[config.mk]
export PLATFORM = sky130hd
export DESIGN_NAME = dsnd_channel
export DESIGN_NICKNAME = d
export VERILOG_FILES = /design/src/rtl/dsnd_pkg.sv /design/src/rtl/dsnd_ctl_reg.sv /design/src/rtl/dsnd_byte_fifo.sv /design/src/rtl/dsnd_pop_sched.sv /design/src/rtl/dsnd_channel.sv
export SDC_FILE = /design/constraint.sdc
export NUM_CORES = 1
export LEC_CHECK = 0
export BUFFER_PORTS_ARGS = -buffer_cell sky130_fd_sc_hd__buf_2
export CORE_MARGIN = 3
export CORE_UTILIZATION = 45
export DETAILED_ROUTE_END_ITERATION = 12
export HOLD_SLACK_MARGIN = 0.03
export PLACE_DENSITY = 0.71
export SLEW_MARGIN = 20
export SYNTH_ARGS = -nofsm -noshare
export SYNTH_HDL_FRONTEND = slang
export SYNTH_SLANG_ARGS = --single-unit
[constraint.sdc]
create_clock -name clk -period 10 [get_ports clk]
set_input_delay 0 -clock clk [delete_from_list [all_inputs] [get_ports clk]]
set_output_delay 0 -clock clk [all_outputs]
set_load 0.05 [all_outputs]
[src/rtl/dsnd_pkg.sv]
// Shared types and field-position helpers for the sample audio channel.
// Assumes two channels that share one 16-bit control word.
package dsnd_pkg;

    typedef struct packed {
        logic vshift;
        logic en_right;
        logic en_left;
        logic tsel;
    } dsnd_ctl_t;

    // Bit position of the volume-shift field for a channel.
    function automatic int unsigned vshift_pos(int unsigned ch);
        return 2 + ch;
    endfunction

    // Lowest bit of the four-bit group (right, left, timer, reset) for a channel.
    function automatic int unsigned grp_base(int unsigned ch);
        return 8 + 4 * ch;
    endfunction

endpackage

[src/rtl/dsnd_ctl_reg.sv]
// Control field register for one channel.
// Decodes its fields from the shared control word, using the positions that
// CHAN_IDX selects. The reset field is not stored. It produces a one-cycle
// flush pulse and always reads back as 0.
module dsnd_ctl_reg
    import dsnd_pkg::*;
#(
    parameter int unsigned CHAN_IDX = 0
) (
    input  logic              clk,
    input  logic              rst_n,
    input  logic              wr,
    input  logic [15:0]       wdata,
    output dsnd_ctl_t         ctl,
    output logic              flush,
    output logic [15:0]       rdata
);
    localparam int unsigned VS   = vshift_pos(CHAN_IDX);
    localparam int unsigned BASE = grp_base(CHAN_IDX);

    // Load the stored fields on a control write.
    always_ff @(posedge clk) begin
        if (!rst_n) begin
            ctl <= '0;
        end else if (wr) begin
            ctl.vshift   <= wdata[VS];
            ctl.en_right <= wdata[BASE];
            ctl.en_left  <= wdata[BASE+1];
            ctl.tsel     <= wdata[BASE+2];
        end
    end

    // Flush strobe straight from the write.
    assign flush = wr && wdata[BASE+3];

    // Readback places the stored fields at their positions. Everything else reads 0.
    always_comb begin
        rdata          = '0;
        rdata[VS]      = ctl.vshift;
        rdata[BASE]    = ctl.en_right;
        rdata[BASE+1]  = ctl.en_left;
        rdata[BASE+2]  = ctl.tsel;
    end


    tsel_load_chk: assert property (@(posedge clk) disable iff (!rst_n)
        wr |=> (rdata[BASE+2] == $past(wdata[BASE+2])));

endmodule

[src/rtl/dsnd_byte_fifo.sv]
// Circular byte queue that takes up to two bytes per cycle and gives one.
// A pop in the same cycle frees space before the push is sized. Bytes that
// find no space are dropped, low byte first in line. Assumes DEPTH is a
// power of two, so the pointers wrap on their own. Flush wins over push.
module dsnd_byte_fifo #(
    parameter int unsigned DEPTH = 32,
    localparam int unsigned AW = $clog2(DEPTH),
    localparam int unsigned CW = $clog2(DEPTH + 1)
) (
    input  logic          clk,
    input  logic          rst_n,
    input  logic          flush,
    input  logic          push_en,
    input  logic [15:0]   push_word,
    input  logic          pop,
    output logic [7:0]    pop_data,
    output logic [CW-1:0] count,
    output logic          full,
    output logic          empty
);
    localparam logic [CW:0] DEPTH_W = (CW+1)'(DEPTH);

    logic [7:0]    mem [DEPTH];
    logic [AW-1:0] rd_ptr, wr_ptr;
    logic          pop_ok;
    logic [CW:0]   space;
    logic [1:0]    n_push;
    logic [CW:0]   next_cnt;

    // Work out how many bytes move this cycle.
    always_comb begin
        pop_ok = pop && (count != '0);
        space  = DEPTH_W - {1'b0, count} + {{CW{1'b0}}, pop_ok};
        if (!push_en || flush)
            n_push = 2'd0;
        else if (space >= (CW+1)'(2))
            n_push = 2'd2;
        else if (space == (CW+1)'(1))
            n_push = 2'd1;
        else
            n_push = 2'd0;
        next_cnt = {1'b0, count} - {{CW{1'b0}}, pop_ok} + {{(CW-1){1'b0}}, n_push};
    end

    // Pointer and count update.
    always_ff @(posedge clk) begin
        if (!rst_n || flush) begin
            rd_ptr <= '0;
            wr_ptr <= '0;
            count  <= '0;
        end else begin
            if (pop_ok)
                rd_ptr <= rd_ptr + AW'(1);
            wr_ptr <= wr_ptr + AW'(n_push);
            count  <= next_cnt[CW-1:0];
        end
    end

    // Storage writes, low byte in the first free slot.
    always_ff @(posedge clk) begin
        if (n_push != 2'd0)
            mem[wr_ptr] <= push_word[7:0];
        if (n_push == 2'd2)
            mem[wr_ptr + AW'(1)] <= push_word[15:8];
    end

    // Head byte. An empty queue gives 0.
    assign pop_data = (count != '0) ? mem[rd_ptr] : 8'h00;
    assign full     = (count == CW'(DEPTH));
    assign empty    = (count == '0);


    count_bound_chk: assert property (@(posedge clk) disable iff (!rst_n)
        count <= CW'(DEPTH));

    empty_pop_chk: assert property (@(posedge clk) disable iff (!rst_n)
        (pop && empty && !push_en && !flush) |=> empty);

    flush_clear_chk: assert property (@(posedge clk) disable iff (!rst_n)
        flush |=> empty);

endmodule

[src/rtl/dsnd_pop_sched.sv]
// Pop scheduling for one channel.
// Qualifies the selected timer pulse with the master enable, latches the popped
// byte into the held sample, and raises the refill request for the cycle after
// a pop when the post-update count is at or below LOW_MARK.
module dsnd_pop_sched #(
    parameter int unsigned CW       = 6,
    parameter int unsigned LOW_MARK = 16
) (
    input  logic          clk,
    input  logic          rst_n,
    input  logic          master_en,
    input  logic [1:0]    tmr_ovf,
    input  logic          tsel,
    input  logic [7:0]    head_data,
    input  logic [CW-1:0] count,
    output logic          pop_evt,
    output logic [7:0]    sample_q,
    output logic          dma_req
);
    logic pop_d;

    // A pop happens only on the chosen timer while the master enable is on.
    assign pop_evt = master_en && tmr_ovf[tsel];

    // Hold the sample and remember that a pop took place.
    always_ff @(posedge clk) begin
        if (!rst_n) begin
            sample_q <= '0;
            pop_d    <= 1'b0;
        end else begin
            pop_d <= pop_evt;
            if (pop_evt)
                sample_q <= head_data;
        end
    end

    // Request uses the count already updated by the pop.
    assign dma_req = pop_d && (count <= CW'(LOW_MARK));


    gate_off_chk: assert property (@(posedge clk) disable iff (!rst_n)
        !master_en |=> !dma_req);

    hold_chk: assert property (@(posedge clk) disable iff (!rst_n)
        !pop_evt |=> $stable(sample_q));

    req_src_chk: assert property (@(posedge clk) disable iff (!rst_n)
        dma_req |-> $past(pop_evt));

endmodule

[src/rtl/dsnd_channel.sv]
// One timer-paced sample audio channel: control decode, byte queue and pop
// scheduling. Both halfword write strobes feed the same push port.
module dsnd_channel
    import dsnd_pkg::*;
#(
    parameter int unsigned CHAN_IDX = 0,
    parameter int unsigned DEPTH    = 32,
    parameter int unsigned LOW_MARK = 16,
    localparam int unsigned CW = $clog2(DEPTH + 1)
) (
    input  logic          clk,
    input  logic          rst_n,
    input  logic          master_en,
    input  logic          ctl_wr,
    input  logic [15:0]   ctl_wdata,
    output logic [15:0]   ctl_rdata,
    input  logic          fifo_wr_lo,
    input  logic          fifo_wr_hi,
    input  logic [15:0]   fifo_wdata,
    input  logic [1:0]    tmr_ovf,
    output logic [7:0]    sample_out,
    output logic          vol_shift,
    output logic          en_left,
    output logic          en_right,
    output logic          dma_req,
    output logic [CW-1:0] fill_count,
    output logic          fifo_full,
    output logic          fifo_empty
);
    dsnd_ctl_t ctl;
    logic      flush, pop_evt;
    logic [7:0] head;

    dsnd_ctl_reg #(.CHAN_IDX(CHAN_IDX)) u_ctl (
        .clk(clk), .rst_n(rst_n), .wr(ctl_wr), .wdata(ctl_wdata),
        .ctl(ctl), .flush(flush), .rdata(ctl_rdata)
    );

    dsnd_byte_fifo #(.DEPTH(DEPTH)) u_fifo (
        .clk(clk), .rst_n(rst_n), .flush(flush),
        .push_en(fifo_wr_lo || fifo_wr_hi), .push_word(fifo_wdata),
        .pop(pop_evt), .pop_data(head), .count(fill_count),
        .full(fifo_full), .empty(fifo_empty)
    );

    dsnd_pop_sched #(.CW(CW), .LOW_MARK(LOW_MARK)) u_sched (
        .clk(clk), .rst_n(rst_n), .master_en(master_en), .tmr_ovf(tmr_ovf),
        .tsel(ctl.tsel), .head_data(head), .count(fill_count),
        .pop_evt(pop_evt), .sample_q(sample_out), .dma_req(dma_req)
    );

    assign vol_shift = ctl.vshift;
    assign en_left   = ctl.en_left;
    assign en_right  = ctl.en_right;

endmodule

Word level (Yosys, flattened, before mapping)
Memories as Yosys holds them, arrays and structs flattened. A register that Yosys moved wholly into a read port is not among the register bits.
Index checks and enable logic that the tools add are counted.
{"block": "op_classes", "eq_ne": 3, "bitwise": 0, "div": 0, "n_reduce_logical": 12, "n_addsub": 7, "n_shift": 0, "magnitude_cmp": 3, "mux": 12, "mul": 0}
{"operator": "adder 5 x 1 -> 5 bit, second input constant", "count": 2}
{"operator": "2-to-1 mux 5 bit", "count": 2}
{"operator": "2-to-1 mux 8 bit", "count": 1}
{"operator": "adder 7 x 1 -> 7 bit", "count": 1}
{"operator": "== test 7 x 1 -> 1 bit, second input constant", "count": 1}
{"operator": ">= comparator 7 x 2 -> 1 bit, second input constant", "count": 1}
{"operator": "2-to-1 mux 1 bit", "count": 7}
{"operator": "subtractor 6 x 6 -> 7 bit, first input constant", "count": 1}
{"operator": "adder 6 x 2 -> 6 bit", "count": 1}
{"operator": "== test 6 bit, second input constant", "count": 1}
{"operator": "<= comparator 6 x 5 -> 1 bit, second input constant", "count": 1}
{"operator": "logical NOT 6 bit", "count": 1}
{"operator": "nonzero test 6 bit", "count": 1}
{"operator": "subtractor 6 x 1 -> 6 bit", "count": 1}
{"operator": "adder 5 x 2 -> 5 bit", "count": 1}
{"operator": "logical AND 1 bit", "count": 4}
{"operator": "2-to-1 mux 2 bit", "count": 2}
{"operator": "logical OR 1 bit", "count": 3}
{"operator": "== test 2 bit, second input constant", "count": 1}
{"operator": "logical NOT 1 bit", "count": 2}
{"operator": "less-than comparator 1 x 2 -> 1 bit, second input constant", "count": 1}
{"operator": "nonzero test 2 bit", "count": 1}
{"block": "word_totals", "register_bits": 29, "ramBits": 256, "memories": 1, "in_bits": 40, "latchBits": 0, "romBits": 0, "out_inout_bits": 36}
{"name": "u_fifo.mem", "words": 32, "width": 8, "rd": 1, "rd_clocked_by_memory_dff": 1, "wr": 2, "line": "dsnd_byte_fifo.sv:23", "source": "logic [7:0] mem [DEPTH];"}

Longest topological paths before layout
{"block": "depth", "word_depth": 12, "mapped_depth": 20}

Modules after synthesis
Synthesis repeated with hierarchy kept, for this count alone.
{"block": "unflattened", "cells_unflattened": 1018, "hier_area_um2": 15496.1}
{"module": "dsnd_byte_fifo", "cells_each": 945, "area_per_inst_um2": 14820.5, "instances": 1}
{"module": "dsnd_pop_sched", "cells_each": 41, "area_per_inst_um2": 381.6, "instances": 1}
{"module": "dsnd_ctl_reg", "cells_each": 31, "area_per_inst_um2": 287.8, "instances": 1}
{"module": "dsnd_channel", "cells_each": 1, "area_per_inst_um2": 6.3, "instances": 1}

Worst setup path before layout
No wires, ideal clock.
{"block": "synth_path", "kind": "flip-flop to flip-flop", "start": "register u_fifo.count[3]", "end": "register u_fifo.count[5]", "arrival_time_ns": 4.748, "synth_period_minus_slack_ns": 4.868, "n_path_buf": 0, "stages_incl_launch_ff": 18, "slack_ns": 5.132, "setup_time_ns": 0.120, "path_cell_list": "dfxtp_1 -> inv_1 -> ha_1 -> and4bb_2 -> nor3b_1 -> inv_1 -> ha_1 -> or3_4 -> mux2_4 -> o211ai_2 -> nand2_1 -> ha_1 -> inv_1 -> ha_1 -> a21o_1 -> a21oi_1 -> o21bai_1 -> a211o_1"}
{"block": "synth_between", "elab_chain_len": 8, "elab_cells_between_ends": 11}
{"item": "start: declaration", "line": "dsnd_byte_fifo.sv:17", "source": "output logic [CW-1:0] count,"}
{"item": "start signal: assignment", "line": "dsnd_byte_fifo.sv:55", "source": "count <= next_cnt[CW-1:0];"}
{"item": "nonzero test 6 bit *", "line": "dsnd_byte_fifo.sv:32", "source": "pop_ok = pop && (count != '0);"}
{"item": "logical AND 1 bit *", "line": "dsnd_byte_fifo.sv:32"}
{"item": "net u_fifo.pop_ok", "line": "dsnd_byte_fifo.sv:25", "source": "logic pop_ok;"}
{"item": "branches (longest 5 deep; another with adder 7 x 1 -> 7 bit)"}
{"item": "adder 6 x 2 -> 6 bit *", "line": "dsnd_byte_fifo.sv:42", "source": "next_cnt = {1'b0, count} - {{CW{1'b0}}, pop_ok} + {{(CW-1){1'b0}}, n_push};"}
Mark *: on every way through the listed nets, which the timed path passes.
A chain may end at the register's enable or synchronous reset.

==> summary.txt <==
Status
  • Run status: completed

Floorplanning
  • Die area: 0.03752 sq mm
  • Initial Util: 45.79%
  • Die Height: 193.7 um
  • Rows: 68
  • Core Box Area: 0.03463 sq mm
  • Top Ports: 76
  • Die X-Extent: 193.7 um

Clocking
  • Clk slew on worst S/H paths: 0.06 ns
  • CTS tree: done
  • Setup Fix Bufs, Post-CTS: 0
  • Htree depth: 1
  • CTS buffer count: 30
  • Clk root buf: clkbuf_16
  • Clk Latency, worst-skew pair: 0.56 ns
  • Clk sink count: 290
  • CTS Buffer Depth: 3

STA
  • Fin. Hold Viols: 0
  • Worst-Margin Slew: 1.150 ns
  • RSZ-0062 raised after global routing: false
  • Clock skew: 0.01524 ns
  • Slew headroom: 23.35%
  • Min Tclk post-route: 5.509 ns
  • Fin crit share: 55.09%
  • Setup tns final: 0 ns
  • FMAX: 181.5 MHz
  • # setup viols final: 0
  • Max-slew violation count: 0

Hold path
  • Worst hold path stage count: 4
  • Min-Delay Path Class: input pin to flip-flop
  • Hold Crit Start: master_en

Power and ir drop
  • Power per Cell Area: 178.7 mW/mm^2
  • Switching Share: 28.16%
  • Internal power: 0.002214 W
  • Psw: 0.0008677 W
  • Sequential fraction of design power: 45.8%
  • Total power draw: 0.003081 W
  • Peak supply drop: 0.0001496 V
  • Clock share of power: 34.7%
  • Leakage: 5.817 nW
  • Combinational group share of total power: 19.5%

Global route
  • Overall Global Routing Usage: 20.35%
  • Initial antenna violation count: 0
  • Largest net degree at the start of global routing: 44
  • First-pass GRT wire length: 59080 um
  • Grt ovf: 0
  • Number of global-route vias before repair: 9288

Placed design
  • Hpwl dp: 24450 um
  • Port bufs: 52
  • Gpl congestion: 0.8468

Detailed routing
  • Avg WL per Cell: 25.18 um
  • Drt pass-1 iters: 7
  • Antenna viol nets, final: 0
  • WL met1: 17330 um
  • DRC viols: 0
  • Routed met3 length: 2566 um
  • Via density: 5.989
  • Vias: 9289
  • Initial detailed-routing violation count: 824
  • Routed WL: 39050 um
  • Highest routed layer: met4
  • Routed wl met2: 18380 um

Finish
  • Layout area overhead: 8.743%
  • Layout net count: 1133
  • Share of cells above drive strength 1: 40.15%
  • Antenna Cells: 0
  • Most common cell after layout, fill and taps aside: edfxtp_1
  • Commonest cells after routing, fill and taps aside: 256 x edfxtp_1, 201 x mux2_2, 57 x mux2_4

Critical path
  • Crit Path Category: flip-flop to flip-flop
  • Cell-by-cell trace of the critical path: inv_1, ha_1, and4bb_2, nor3b_1, inv_1, ha_1, or3_4, nor4_1, o211a_2, or3_1, o21ai_0, buf_4
  • WP data required: 10.32 ns
  • Critical R2R Launch: u_fifo.count[2]$_SDFF_PP0_
  • CP max-delay cell: o211a_2
  • R2R Setup Slk: 4.49 ns
  • CP Buf/Inv Count: 3
  • Nature of the critical path startpoint: flip-flop
  • CP max stage delay: 1.02 ns
  • Worst Reg2Reg Path Length in Cells: 12
  • Kind of end point of the critical path: flip-flop
  • Crit-path max FO: 29
  • RR Endpoint: u_fifo.mem[16][2]$_DFFE_PP_
  • Family with the most delay on the worst path: simple AND/OR/NAND/NOR gates
  • WP data arrival: 5.83 ns

Logic synthesis
  • Register area share after synthesis: 52.78%
  • Ys async rst share: 0%
  • Post-synthesis register bit count: 290
  • Post-Synthesis Cells: 1066
  • Share of the synthesized area in the top cell type: 48.48%
  • Main flop type after synthesis: edfxtp_1
  • Yosys Warn Count: 0
  • Unique masters post-synth: 65
  • Synth area leader: edfxtp_1
  • Area contributors post-synth: edfxtp_1 48%, mux2_2 14%, mux4_2 7.7%
  • EDFF count, synth: 256
  • Post-synthesis cell area: 0.01586 sq mm
  • Syn_area_per_cell: 14.87 sq um

Flow run
  • Max cap viols: 0
## power by group through the flow
stage / combinational (W) / sequential (W) / clock (W)
2_1_floorplan: 0.000427 / 0.00146 / 0
3_3_place_gp: 0.000576 / 0.00143 / 0
3_5_place_dp: 0.000588 / 0.00144 / 0
4_1_cts: 0.000596 / 0.00141 / 0.00108
5_1_grt: 0.000644 / 0.00142 / 0.00113
6_report: 0.000600 / 0.00141 / 0.00107
## Yosys cell counts (all sizes together), types with 14 or more instances
cell	instances
nand2	29
inv	19
nor4	15
nor2b	14
nor2	41
o21ai	20
or3	21
buf	47
dfxtp	34
clkbuf	58
mux2i	37
nor3	22
mux2	263
ha	18
edfxtp	256
mux4	54
## registers in the layout, indices dropped and copies added, names as in the netlist, named ones only
signal and count:
u_sched.sample_q 8, u_fifo.count 6, u_fifo.wr_ptr 5, u_fifo.rd_ptr 5
u_fifo.mem 256, u_ctl.ctl 4, u_sched.pop_d 1
## layer usage
metal,vias up,global-route usage (%)
met1,4793,30.31
li1,4113,-
met4,0,4.366
met5,-,0
met3,62,2.815
met2,321,32.09
## metrics by stage
step / setup WS, ns / util (%) / std cells / hold slack [ns] / cell area (sq um)
after floorplan: 5.132 / - / 1077 / 0.1217 / 15900
after global placement: 4.498 / 46.66 / 1480 / 0.2643 / 16160
after detailed placement: 4.459 / 46.66 / 1480 / 0.2692 / 16160
after CTS: 4.432 / 49.79 / 1551 / 0.03673 / 17240
after global routing: 4.105 / 49.79 / 1551 / 0.07375 / 17240
final: 4.491 / 49.79 / 1551 / 0.05723 / 17240
## final cells by class
cell class              instances  area, sq um
clock buffers                  49        873.3
well taps                     455        569.3
multi-input cells             655         6815
fillers                      2907        17390
flip-flops and latches        290         8374
clock inverters                 6        50.05
inverters                      19        71.32
repair buffers                 77        488.0
## worst register-to-register path, stage by stage (launching register included)
cell and delay, ns:
dfxtp_1 0.46, inv_1 0.11, ha_1 0.27, and4bb_2 0.27, nor3b_1 0.76, inv_1 0.18
ha_1 0.23, or3_4 0.34, nor4_1 0.57, o211a_2 1.02, or3_1 0.66, o21ai_0 0.18
buf_4 0.22
## cell families after synthesis
kind of cell	after synthesis	share of synthesized area, %
AND/OR/NAND/NOR	190	7.520
adder cells (fa/ha/maj)	20	1.673
AO/OA/AOI/OAI	72	3.022
XOR/XNOR	7	0.3867
other	1	0.02365
buffers and inverters	132	4.561
flip-flops	290	52.78
multiplexers	354	30.03
## repair_timing
action	in CTS	in global routing
gates resized for setup	0	0
hold endpoints to repair	9	0
hold buffers	16	0
## how the worst max path moves through the flow
stage	startpoint	to	slack (ns)	cells after the start
3_3_place_gp	u_fifo.count[2]$_SDFF_PP0_	u_fifo.mem[16][2]$_DFFE_PP_	4.50	12
3_5_place_dp	u_fifo.count[2]$_SDFF_PP0_	u_fifo.mem[16][2]$_DFFE_PP_	4.46	12
2_1_floorplan	u_fifo.count[3]$_SDFF_PP0_	u_fifo.count[5]$_SDFF_PP0_	5.13	17
5_1_grt	u_fifo.count[2]$_SDFF_PP0_	u_fifo.mem[16][6]$_DFFE_PP_	4.10	14
6_report	u_fifo.count[2]$_SDFF_PP0_	u_fifo.mem[16][2]$_DFFE_PP_	4.49	12
4_1_cts	u_fifo.count[2]$_SDFF_PP0_	u_fifo.mem[16][6]$_DFFE_PP_	4.43	12
Note: power is estimated with default switching activity, not from simulation.
